<file path="src/rtl/gpio_pkg.sv">
package gpio_pkg;
  typedef enum logic [1:0] {
    REG_DIR   = 2'd0,
    REG_STATE = 2'd1,
    REG_IEN   = 2'd2,
    REG_CTRL  = 2'd3
  } gpio_reg_e;

  localparam int CTL_CAPTURE = 0;
  localparam int CTL_MDM_A   = 1;
  localparam int CTL_MDM_B   = 2;
  localparam int CTL_SRST    = 3;
  localparam int CTL_W       = 3;

  // pin offsets inside a modem nibble
  localparam int MP_DSR = 0;
  localparam int MP_DTR = 1;
  localparam int MP_CD  = 2;
  localparam int MP_RI  = 3;
endpackage

</file>
<file path="src/rtl/gpio_sync.sv">
module gpio_sync #(
  parameter int W = 8
) (
  input  logic         clk_i,
  input  logic         rst_ni,
  input  logic [W-1:0] d_i,
  output logic [W-1:0] q_o
);
  logic [W-1:0] meta_q, sync_q;

  always_ff @(posedge clk_i or negedge rst_ni) begin
    if (!rst_ni) begin
      meta_q <= '0;
      sync_q <= '0;
    end else begin
      meta_q <= d_i;
      sync_q <= meta_q;
    end
  end

  assign q_o = sync_q;
endmodule

</file>
<file path="src/rtl/gpio_regs.sv">
module gpio_regs
  import gpio_pkg::*;
#(
  parameter int W = 8
) (
  input  logic              clk_i,
  input  logic              rst_ni,
  input  logic              we_i,
  input  logic [1:0]        addr_i,
  input  logic [W-1:0]      wdata_i,
  output logic [W-1:0]      dir_o,
  output logic [W-1:0]      out_o,
  output logic [W-1:0]      ien_o,
  output logic [CTL_W-1:0]  ctrl_o,
  output logic              srst_o
);
  logic [W-1:0]     dir_q, out_q, ien_q;
  logic [CTL_W-1:0] ctrl_q;
  logic             srst_q;

  always_ff @(posedge clk_i or negedge rst_ni) begin
    if (!rst_ni) begin
      dir_q  <= '0;
      out_q  <= '0;
      ien_q  <= '0;
      ctrl_q <= '0;
      srst_q <= 1'b0;
    end else if (srst_q) begin
      dir_q  <= '0;
      out_q  <= '0;
      ien_q  <= '0;
      ctrl_q <= '0;
      srst_q <= 1'b0;
    end else if (we_i) begin
      case (gpio_reg_e'(addr_i))
        REG_DIR:   dir_q <= wdata_i;
        REG_STATE: out_q <= wdata_i;
        REG_IEN:   ien_q <= wdata_i;
        REG_CTRL: begin
          ctrl_q <= wdata_i[CTL_W-1:0];
          srst_q <= wdata_i[CTL_SRST];
        end
        default: ;
      endcase
    end
  end

  assign dir_o  = dir_q;
  assign out_o  = out_q;
  assign ien_o  = ien_q;
  assign ctrl_o = ctrl_q;
  assign srst_o = srst_q;

  assert_srst_pulse_R10: assert property (@(posedge clk_i) disable iff (!rst_ni)
    srst_q |=> (!srst_q && dir_q == '0 && ien_q == '0 && ctrl_q == '0));
endmodule

</file>
<file path="src/rtl/gpio_irq.sv">
module gpio_irq #(
  parameter int W = 8
) (
  input  logic         clk_i,
  input  logic         rst_ni,
  input  logic         srst_i,
  input  logic [W-1:0] pin_s_i,
  input  logic [W-1:0] en_i,
  input  logic         capture_i,
  input  logic         clr_i,
  output logic [W-1:0] view_o,
  output logic         irq_o
);
  logic [W-1:0] ref_q, hold_q, cap_q, chg;

  assign chg = (pin_s_i ^ ref_q) & en_i;

  always_ff @(posedge clk_i or negedge rst_ni) begin
    if (!rst_ni) begin
      ref_q  <= '0;
      hold_q <= '0;
      cap_q  <= '0;
    end else if (srst_i || clr_i) begin
      ref_q  <= pin_s_i;
      hold_q <= '0;
      cap_q  <= '0;
    end else if (!capture_i) begin
      hold_q <= '0;
    end else begin
      hold_q <= hold_q | chg;
      cap_q  <= (cap_q & hold_q) | (pin_s_i & chg & ~hold_q);
    end
  end

  assign view_o = (hold_q & cap_q) | (~hold_q & pin_s_i);
  assign irq_o  = capture_i ? |hold_q : |chg;

  assert_hold_sticky_R6: assert property (@(posedge clk_i) disable iff (!rst_ni)
    (capture_i && !clr_i && !srst_i) |=> ((hold_q & $past(hold_q)) == $past(hold_q)));
  assert_cap_stable_R6: assert property (@(posedge clk_i) disable iff (!rst_ni)
    (capture_i && !clr_i && !srst_i) |=> (((cap_q ^ $past(cap_q)) & $past(hold_q)) == '0));
  assert_read_clears_R5: assert property (@(posedge clk_i) disable iff (!rst_ni)
    (clr_i || srst_i) |=> (hold_q == '0));
endmodule

</file>
<file path="src/rtl/gpio_port.sv">
module gpio_port
  import gpio_pkg::*;
#(
  parameter int W = 8  // two modem nibbles: must be 8
) (
  input  logic         clk_i,
  input  logic         rst_ni,
  input  logic         we_i,
  input  logic         re_i,
  input  logic [1:0]   addr_i,
  input  logic [W-1:0] wdata_i,
  output logic [W-1:0] rdata_o,
  input  logic [W-1:0] pin_i,
  output logic [W-1:0] pin_o,
  output logic [W-1:0] pin_oe_o,
  input  logic [1:0]   dtr_i,
  output logic [1:0]   mdm_ri_o,
  output logic [1:0]   mdm_cd_o,
  output logic [1:0]   mdm_dsr_o,
  output logic         irq_o
);
  localparam int NIB = W / 2;

  logic [W-1:0]     dir, outv, ien, pin_s, view, mdm_mask, mdm_in_mask;
  logic [CTL_W-1:0] ctrl;
  logic             srst, clr;
  logic [1:0]       mdm_sel;

  gpio_sync #(.W(W)) u_sync (
    .clk_i, .rst_ni, .d_i(pin_i), .q_o(pin_s)
  );

  gpio_regs #(.W(W)) u_regs (
    .clk_i, .rst_ni, .we_i, .addr_i, .wdata_i,
    .dir_o(dir), .out_o(outv), .ien_o(ien), .ctrl_o(ctrl), .srst_o(srst)
  );

  assign mdm_sel = {ctrl[CTL_MDM_B], ctrl[CTL_MDM_A]};  // index 0 = A (high nibble)
  assign clr     = re_i && (gpio_reg_e'(addr_i) == REG_STATE);

  for (genvar i = 0; i < W; i++) begin : g_pin
    localparam int POS = i % NIB;
    localparam int CH  = (i >= NIB) ? 0 : 1;
    localparam bit DTR = (POS == MP_DTR);
    assign mdm_mask[i]    = mdm_sel[CH];
    assign mdm_in_mask[i] = mdm_sel[CH] && !DTR;
    assign pin_oe_o[i]    = mdm_sel[CH] ? (DTR ? dir[i] : 1'b0) : dir[i];
    assign pin_o[i]       = mdm_sel[CH] ? (DTR ? dtr_i[CH] : 1'b0) : outv[i];
  end

  for (genvar c = 0; c < 2; c++) begin : g_ch
    localparam int BASE = (c == 0) ? NIB : 0;
    assign mdm_ri_o[c]  = mdm_sel[c] ? pin_s[BASE+MP_RI]  : 1'b1;
    assign mdm_cd_o[c]  = mdm_sel[c] ? pin_s[BASE+MP_CD]  : 1'b1;
    assign mdm_dsr_o[c] = mdm_sel[c] ? pin_s[BASE+MP_DSR] : 1'b1;
  end

  gpio_irq #(.W(W)) u_irq (
    .clk_i, .rst_ni, .srst_i(srst), .pin_s_i(pin_s),
    .en_i(ien & ~dir & ~mdm_mask), .capture_i(ctrl[CTL_CAPTURE]),
    .clr_i(clr), .view_o(view), .irq_o
  );

  always_comb begin
    rdata_o = '0;
    case (gpio_reg_e'(addr_i))
      REG_DIR:   rdata_o = dir;
      REG_STATE: rdata_o = view;
      REG_IEN:   rdata_o = ien;
      REG_CTRL:  rdata_o[CTL_SRST:0] = {srst, ctrl};
      default: ;
    endcase
  end

  assert_mdm_in_quiet_R8: assert property (@(posedge clk_i) disable iff (!rst_ni)
    (pin_oe_o & mdm_in_mask) == '0);
  assert_srst_irq_R10: assert property (@(posedge clk_i) disable iff (!rst_ni)
    srst |=> !irq_o);
  assert_reset_quiet_R1: assert property (@(posedge clk_i) disable iff (!rst_ni)
    srst |=> (pin_oe_o == '0));
endmodule

</file>
<file path="config.mk">
export PLATFORM = sky130hd
export DESIGN_NAME = gpio_port
export DESIGN_NICKNAME = d
export VERILOG_FILES = /design/src/rtl/gpio_pkg.sv /design/src/rtl/gpio_sync.sv /design/src/rtl/gpio_regs.sv /design/src/rtl/gpio_irq.sv /design/src/rtl/gpio_port.sv
export SDC_FILE = /design/constraint.sdc
export NUM_CORES = 1
export LEC_CHECK = 0
export CAP_MARGIN = 0
export CORE_ASPECT_RATIO = 1.25
export CORE_MARGIN = 2
export CORE_UTILIZATION = 65
export CTS_BUF_LIST = sky130_fd_sc_hd__clkbuf_8
export DETAILED_ROUTE_END_ITERATION = 16
export DONT_BUFFER_PORTS = 1
export PLACE_DENSITY = 0.87
export SYNTH_ARGS = -nofsm -noshare
export SYNTH_HDL_FRONTEND = slang
export SYNTH_SLANG_ARGS = --single-unit
</file>
<file path="constraint.sdc">
create_clock -name clk_i -period 1.8 [get_ports clk_i]
set_input_delay 0.09 -clock clk_i [delete_from_list [all_inputs] [get_ports clk_i]]
set_output_delay 0.09 -clock clk_i [all_outputs]
set_load 0.01 [all_outputs]
</file>
==> results.toml, run 1 <==
[power]
p_leak_nw = 1.71
vdd_drop_max_mv = 0.836
power.density_mw_per_mm2 = 1030
p_total_mw = 3.84

[sta]
finalClockSkew_ns = 0.0110
setup_ws_ns = -0.146
setup_viol = 1
max_freq_mhz = 514
worst_pin_slew_ns = 0.781
period_minus_slack_ns = 1.95
finalCritPeriodShare_pct = 108
maxSlewHeadroom_pct = 48.0
slew_violations = 0
fin_hold_ws_ns = 0.0593
rsz0062_at_grt = "yes"
finalHoldViolCount = 0
fin_tns_setup_ns = -0.146

[floorplan]
start_util_pct = 66.4
io_pins = 55
num_rows = 28
die_h_um = 81.1
core_mm2 = 0.00466
die_w_um = 65.7
die_area_mm2 = 0.00533

[final_layout]
fin_nets = 346
final_area_mm2 = 0.00373
area_growth_pct = 20.5
layout_common_cells = "67 x dfrtp_1, 41 x nand2_1, 23 x mux2i_1, 23 x o21ai_0, 23 x buf_4"
final_layout_size_suffix_gt1_share_pct = 18.1
utilization_pct = 80.0
fillers = 281
antenna_cells = 0
fin_cells = 386
layout_commonest_cell = "dfrtp_1"

[clock_network]
insertion_delay_ns = 0.35
cts.clk_slew.worst_paths_ns = 0.07
cts_sinks = 68
cts_buffer_depth = 2
numCtsBuffers = 9
cts_tree = "done"
cts-root-buf = "clkbuf_8"
cts_htree_levels = 3

[synth]
synth_nets = 309
yosysSeqAreaShare_pct = 55.0
ys_seq_elements = 68
synth.avg_cell_area_um2 = 10.9
ys_types = 30
synth_cells = 285
yosysWarnings = 0
syn-cell-area_mm2 = 0.00309

[setup_path]
end_kind = "primary output"
cp.arrival_ns = 1.86
cp_max_fo = 3
criticalPathCategory = "reg -> out"
crit_required_ns = 1.71
startpoint_type = "flip-flop"

[job]
drv_cap = 0

[global_routing]
grt_pass1_vias = 2327
antenna_found_initial = 0
grt_overflow = 0
groute.usage.overall_pct = 28.8
grt_max_degree = 69
grt_pass1_wl_mm = 11.3

[status]
status = "complete, but fails checks"
violations = "negative setup slack"

[route]
drtIter0Drc = 275
route.detailed.drc = 0
drtPass1Iterations = 4
drt-total-wl_mm = 6.95
wl_per_cell_um = 18.0
vias_per_cell = 5.92
ant_nets = 0
vias = 2286

[place]
dpl-instance-area_mm2 = 0.00326
numPortBuffers = 0
place_inst = 351
pre_cts_slack_ns = 0.0632
routabilityCongestion = 0.843
dp_hpwl_mm = 4.47

[min_path]
min-delay-path-class = "in -> reg"
flip-flops by register name, summed over array words and instances (netlist names):
signal	cells
u_irq.cap_q	8
u_irq.hold_q	8
u_irq.ref_q	8
u_regs.dir_o	8
u_regs.ien_o	8
u_regs.out_o	8
u_sync.meta_q	8
u_sync.q_o	8
u_regs.ctrl_o	3
u_regs.srst_o	1
report_power, final:
part	internal (mW)	switching, mW	leakage [nW]
clock	0.636	0.540	0.103
sequential	1.71	0.163	0.859
combinational	0.368	0.421	0.749
total	2.71	1.12	1.71
what timing repair did:
action / in CTS / in global routing
hold buffers: 19 / 0
endpoints found under the setup margin: 1 / 2
resized for setup: 11 / 1
buffers inserted: 3 / 0
pin swaps: 7 / 1
hold endpoints to repair: 104 / 0
worst paths after layout:
check	slack, ns	end	start	cells past startpoint
worst max-delay path	-0.15	irq_o	u_sync.q_o[5]	6
worst min-delay path	0.06	u_regs.srst_o	addr_i[1]	2
worst max register to register	0.30	u_irq.cap_q[6]	u_regs.ctrl_o[1]	4
worst min register to register	0.35	u_sync.q_o[6]	u_sync.meta_q[6]	0
max in group asynchronous	1.21	u_regs.ctrl_o[1]	rst_ni	2
min in group asynchronous	0.27	u_irq.hold_q[3]	rst_ni	2
routing by layer:
| metal | vias up | GRT usage, % | part of all wire [%] |
|---|---|---|---|
| met2 | 70 | 47.3 | 51 |
| met1 | 1148 | 36.2 | 41 |
| met5 | - | 0 | 0 |
| met4 | 0 | 12.1 | 2.2 |
| met3 | 14 | 7.62 | 5.2 |
| li1 | 1054 | - | - |
critical path, cell delays in order (launching register included):
cell	delay, ns
dfrtp_1	0.40
xnor2_1	0.19
nor4b_1	0.08
buf_4	0.15
or3_4	0.37
nor4_4	0.23
a31oi_2	0.09
area by class of cell:
class / count / area (um^2) / area share (%)
clock buffers: 13 / 179 / 4.80
repair buffers: 42 / 380 / 10.2
clock inverters: 2 / 8.76 / 0.235
flip-flops and latches: 68 / 1700 / 45.7
multi-input cells: 200 / 1380 / 37.0
well taps: 60 / 75.1 / 2.01
inverters: 1 / 3.75 / 0.101
synth_stat cells:
| master | instances | area, um^2 |
|---|---|---|
| a21o_1 | 1 | 7.51 |
| a21oi_1 | 11 | 55.1 |
| a31oi_1 | 1 | 6.26 |
| and2b_1 | 1 | 7.51 |
| buf_1 | 1 | 3.75 |
| buf_2 | 7 | 35.0 |
| buf_4 | 2 | 15.0 |
| clkbuf_1 | 6 | 22.5 |
| dfrtp_1 | 68 | 1700 |
| inv_1 | 1 | 3.75 |
| mux2_2 | 6 | 67.6 |
| mux2i_1 | 23 | 230 |
| mux4_2 | 4 | 90.1 |
| nand2_1 | 41 | 154 |
| nand2b_1 | 13 | 81.3 |
| nand3_1 | 3 | 15.0 |
| nand3b_1 | 1 | 7.51 |
| nand4b_1 | 7 | 61.3 |
| nor2_1 | 20 | 75.1 |
| nor2_4 | 1 | 11.3 |
| nor2b_1 | 13 | 81.3 |
| nor3_1 | 1 | 5.00 |
| nor3b_1 | 2 | 15.0 |
| nor4_1 | 2 | 12.5 |
| nor4b_1 | 8 | 70.1 |
| o21a_1 | 8 | 60.1 |
| o21ai_0 | 23 | 115 |
| or3_1 | 1 | 6.26 |
| or4_1 | 1 | 7.51 |
| xnor2_1 | 8 | 70.1 |
cell families (layout without fill, tap and decap cells):
group	after synthesis	in the layout	synth area share [%]
multiplexers	33	33	12.5
flip-flops	68	68	55.0
XOR/XNOR	8	8	2.26
buffers and inverters	17	58	2.59
AND/OR/NAND/NOR	115	115	19.7
AO/OA/AOI/OAI	44	44	7.89
Note: power is estimated with default switching activity, not from simulation.
==> run 2: changes to the inputs <==
--- a/config.mk
+++ b/config.mk
@@ -12,6 +12,7 @@
 export CTS_BUF_LIST = sky130_fd_sc_hd__clkbuf_8
 export DETAILED_ROUTE_END_ITERATION = 16
 export DONT_BUFFER_PORTS = 1
+export HOLD_SLACK_MARGIN = 0.08
 export PLACE_DENSITY = 0.87
 export SYNTH_ARGS = -nofsm -noshare
 export SYNTH_HDL_FRONTEND = slang
==> results.toml, run 2 (same netlist as run 1, synthesis figures left out) <==
[status]
status = "complete, but fails checks"
violations = "negative setup slack"

[final_layout]
fillers = 272
fin_nets = 348
layout_common_cells = "67 x dfrtp_1, 41 x nand2_1, 23 x mux2i_1, 23 x o21ai_0, 22 x buf_4"
area_growth_pct = 21.9
register_area_mm2 = 0.00170
layout_commonest_cell = "dfrtp_1"
final_layout_size_suffix_gt1_share_pct = 18.9
multi_input_area_mm2 = 0.00140
antenna_cells = 0

[sta]
finalHoldViolCount = 0
period_minus_slack_ns = 1.96
fin_hold_ws_ns = 0.128
fin_tns_setup_ns = -0.174
setup_ws_ns = -0.158
finalClockSkew_ns = 0.00913
maxSlewHeadroom_pct = 44.5
rsz0062_at_grt = "yes"
setup_viol = 2
worst_pin_slew_ns = 0.832
max_freq_mhz = 511
finalCritPeriodShare_pct = 109
slew_violations = 0

[floorplan]
die_w_um = 65.7
io_pins = 55
num_rows = 28
start_util_pct = 66.4
core_mm2 = 0.00466
die_h_um = 81.1
die_area_mm2 = 0.00533

[clock_network]
cts_buffer_depth = 2
cts_htree_levels = 3
insertion_delay_ns = 0.35
cts_tree = "done"
numCtsBuffers = 9
cts.clk_slew.worst_paths_ns = 0.07
cts-root-buf = "clkbuf_8"
cts_sinks = 68

[power]
comb_power_share_pct = 21.3
p_seq_share_pct = 48.4
p_leak_nw = 1.74
power.switching_mw = 1.16
power.density_mw_per_mm2 = 1030
p_clk_share_pct = 30.4
p_int_mw = 2.72
vdd_drop_max_mv = 0.828
netSwitchingFraction_pct = 29.8

[place]
numPortBuffers = 0
routabilityCongestion = 0.843
pre_cts_slack_ns = 0.0632
dp_hpwl_mm = 4.47

[job]
drv_cap = 0

[setup_path]
slowest_delay_ns = 0.41
path_buf_inv = 1
cp.arrival_ns = 1.87
worstPathCellList = "xnor2_2 > nor4b_1 > buf_4 > or3_4 > nor4_4 > a31oi_2"
worst_path_dominant_cell_family = "simple AND/OR/NAND/NOR gates"
cp_max_fo = 3
reg2reg_slack_ns = 0.29
crit_required_ns = 1.71
criticalPathCategory = "reg -> out"
end_kind = "primary output"
startpoint_type = "flip-flop"
cpMaxStageDelayCell = "dfrtp_1"

[global_routing]
grt_overflow = 0
grt_pass1_vias = 2327
grt_max_degree = 69
grt_pass1_wl_mm = 11.7
groute.usage.overall_pct = 29.9
antenna_found_initial = 0

[route]
vias = 2340
wl_per_cell_um = 19.4
drt-total-wl_mm = 7.52
vias_per_cell = 6.03
ant_nets = 0
drtPass1Iterations = 4
route.detailed.drc = 0
drtIter0Drc = 251

[min_path]
min-delay-path-class = "in -> reg"
## run 2: changes by cell type in the layout (fill, tap and decap cells not counted)
cell           delta
buf_6             +2
buf_4             -1
mux2_2            -1
xnor2_1           -2
dlygate4sd3_1     +1
mux2_4            +1
xnor2_2           +2
## run 2: per-layer routing
layer,GRT usage [%],up-vias,part of all wire [%]
met5,0,-,0
met4,12.7,0,5.3
met2,49.0,113,50
met1,37.7,1140,38
li1,-,1059,-
met3,8.03,28,6.6
## run 2: power groups by stage
stage	Clock [mW]	Sequential [mW]	Combinational [mW]
after global placement	0	1.87	0.627
after global routing	1.26	1.89	0.899
after detailed placement	0	1.88	0.645
after floorplan	0	1.84	0.505
final	1.18	1.88	0.825
after CTS	1.18	1.86	0.787
## run 2: timing repair
action / 4_1_cts / 5_1_grt
gates resized for setup: 11 / 6
buffers inserted: 3 / 1
hold buffers: 20 / 0
hold endpoints to repair: 104 / 0
gates cloned: 0 / 0
pin swaps: 7 / 0
setup endpoints to repair: 1 / 3
## run 2: cell type report
class                   count  share of cell area, %
flip-flops and latches     68                   45.2
clock inverters             2                  0.232
repair buffers             44                   10.7
multi-input cells         200                   37.0
inverters                   1                 0.0995
well taps                  60                   1.99
clock buffers              13                   4.74
## run 2: final timing paths
check / cells after the start / startpoint / endpoint
min: 4 / we_i / u_regs.out_o[7]
min reg2reg: 0 / u_sync.meta_q[6] / u_sync.q_o[6]
max in group asynchronous: 2 / rst_ni / u_regs.ctrl_o[1]
max reg2reg: 4 / u_regs.ctrl_o[1] / u_irq.cap_q[6]
min in group asynchronous: 2 / rst_ni / u_regs.ctrl_o[2]
max: 6 / u_irq.ref_q[5] / irq_o
## run 2: per-stage QoR
stage / area (um^2) / total power, mW / std cells / utilization (%)
final: 3770 / 3.88 / 388 / 80.9
after global routing: 3770 / 4.05 / 388 / 80.9
after CTS: 3740 / 3.83 / 388 / 80.3
after detailed placement: 3260 / 2.53 / 351 / 69.9
after global placement: 3260 / 2.50 / 351 / 69.9
after floorplan: 3090 / 2.34 / 285 / -
## run 2: worst register-to-register path, stage by stage, from the launching register on
cell and delay (ns):
dfrtp_2 0.48, nor4b_1 0.48, buf_4 0.20, nand4b_1 0.10, a21oi_1 0.17
==> run 3: changes to the inputs <==
==> constraint.sdc (replaced) <==
create_clock -name clk_i -period 2.33 [get_ports clk_i]
set_input_delay 0.1165 -clock clk_i [delete_from_list [all_inputs] [get_ports clk_i]]
set_output_delay 0.1165 -clock clk_i [all_outputs]
set_load 0.01 [all_outputs]
==> results.toml, run 3 (same netlist as run 1, synthesis figures left out) <==
[final_layout]
fin_nets = 333
area_growth_pct = 16.4
layout_common_cells = "68 x dfrtp_1, 41 x nand2_1, 23 x mux2i_1, 23 x o21ai_0, 21 x dlygate4sd3_1"
fillers = 304
final_layout_size_suffix_gt1_share_pct = 11.2
antenna_cells = 0
register_area_mm2 = 0.00170
layout_commonest_cell = "dfrtp_1"
multi_input_area_mm2 = 0.00133

[sta]
maxSlewHeadroom_pct = 44.5
rsz0062_at_grt = "no"
period_minus_slack_ns = 2.12
fin_tns_setup_ns = 0
finalHoldViolCount = 0
setup_viol = 0
setup_ws_ns = 0.209
finalCritPeriodShare_pct = 91.0
finalClockSkew_ns = 0.00828
max_freq_mhz = 471
worst_pin_slew_ns = 0.832
slew_violations = 0

[power]
power.density_mw_per_mm2 = 826
p_leak_nw = 1.64
p_total_mw = 2.97
vdd_drop_max_mv = 0.634

[route]
drt-total-wl_mm = 6.43
vias_per_cell = 5.95
met1_length_mm = 2.62
vias = 2221
drtIter0Drc = 157
ant_nets = 0
route.detailed.drc = 0
top_layer = "met4"
wl_per_cell_um = 17.2
met2_length_mm = 3.26
met3_length_um = 344
drtPass1Iterations = 4

[place]
pre_cts_slack_ns = 0.573
numPortBuffers = 0
routabilityCongestion = 0.833
dp_hpwl_mm = 4.32

[setup_path]
crit_required_ns = 2.21
startpoint_type = "flip-flop"
cp.arrival_ns = 2.00
reg2reg_slack_ns = 0.87
worstReg2RegEnd = "u_irq.cap_q[5]"
reg2reg_depth = 4
startpoint = "u_sync.q_o[3]"
cp_max_fo = 5
r2r-start = "u_sync.q_o[5]"
endpoint = "irq_o"
criticalPathCategory = "reg -> out"
end_kind = "primary output"

[global_routing]
grt_max_degree = 69
grt_pass1_vias = 2150
groute.usage.overall_pct = 26.9
grt_overflow = 0
grt_pass1_wl_mm = 10.5
antenna_found_initial = 0

[clock_network]
cts_tree = "done"
cts_htree_levels = 3
cts_setup_buffers = 0
cts-root-buf = "clkbuf_8"
numCtsBuffers = 9
cts.clk_slew.worst_paths_ns = 0.07
insertion_delay_ns = 0.34
cts_sinks = 68
cts_buffer_depth = 2

[job]
drv_cap = 0

[floorplan]
die_h_um = 81.1
start_util_pct = 66.4
io_pins = 55
die_area_mm2 = 0.00533
num_rows = 28
core_mm2 = 0.00466
die_w_um = 65.7

[min_path]
min-delay-path-class = "in -> reg"
worstHoldStart = "addr_i[1]"

[status]
status = "completed"
-- run 3: cell count changes in the layout (fill, tap and decap cells not counted), moves of 3 or more --
cell,change
buf_4,-15
clkbuf_8,-4
nor4b_1,+3
nor4b_2,-3
-- run 3: repair_timing --
action	CTS	global route
hold buffers	22	0
endpoints found under the hold margin	104	0
resized for setup	0	2
setup endpoints to repair	0	1
-- run 3: cell type report --
cell class,instances,area share (%)
clock buffer,9,3.44
tap,60,2.08
sequential,68,47.3
clock inverter,6,2.26
inverter,1,0.104
multi-input combinational,200,36.8
timing repair buffer,29,8.06
-- run 3: routing by layer --
metal	up-vias	global-route usage (%)
met5	-	0
met4	0	16.9
met3	20	5.26
met2	69	41.8
met1	1099	34.6
li1	1033	-
-- run 3: power breakdown --
part	switching [mW]	leakage (nW)	internal, mW	total, mW
logic	0.274	0.669	0.230	0.505
registers	0.141	0.860	1.32	1.46
clock network	0.422	0.106	0.588	1.01
total	0.837	1.64	2.14	2.97
-- run 3: how the worst min path moves through the flow --
stage | endpoint | cells past startpoint
after floorplan | u_irq.cap_q[0] | 0
after global placement | u_sync.meta_q[0] | 0
after detailed placement | u_sync.meta_q[3] | 0
after CTS | u_regs.srst_o | 2
after global routing | u_regs.srst_o | 2
final | u_regs.srst_o | 2
-- run 3: worst max-delay path: stages, from the launching register on --
cell and delay [ns]:
dfrtp_1 0.43, xnor2_1 0.22, nor4b_2 0.09, or4_1 0.56
nor4_1 0.23, a31oi_1 0.13
-- run 3: per-stage QoR --
stage | std cells | hold WS, ns | util (%) | area [um^2]
finish | 373 | 0.0916 | 77.3 | 3600
global route | 373 | 0.0972 | 77.3 | 3600
CTS | 373 | 0.0829 | 77.0 | 3590
detailed placement | 336 | -0.178 | 67.5 | 3150
global placement | 336 | -0.178 | 67.5 | 3150
floorplan | 285 | -0.179 | - | 3090
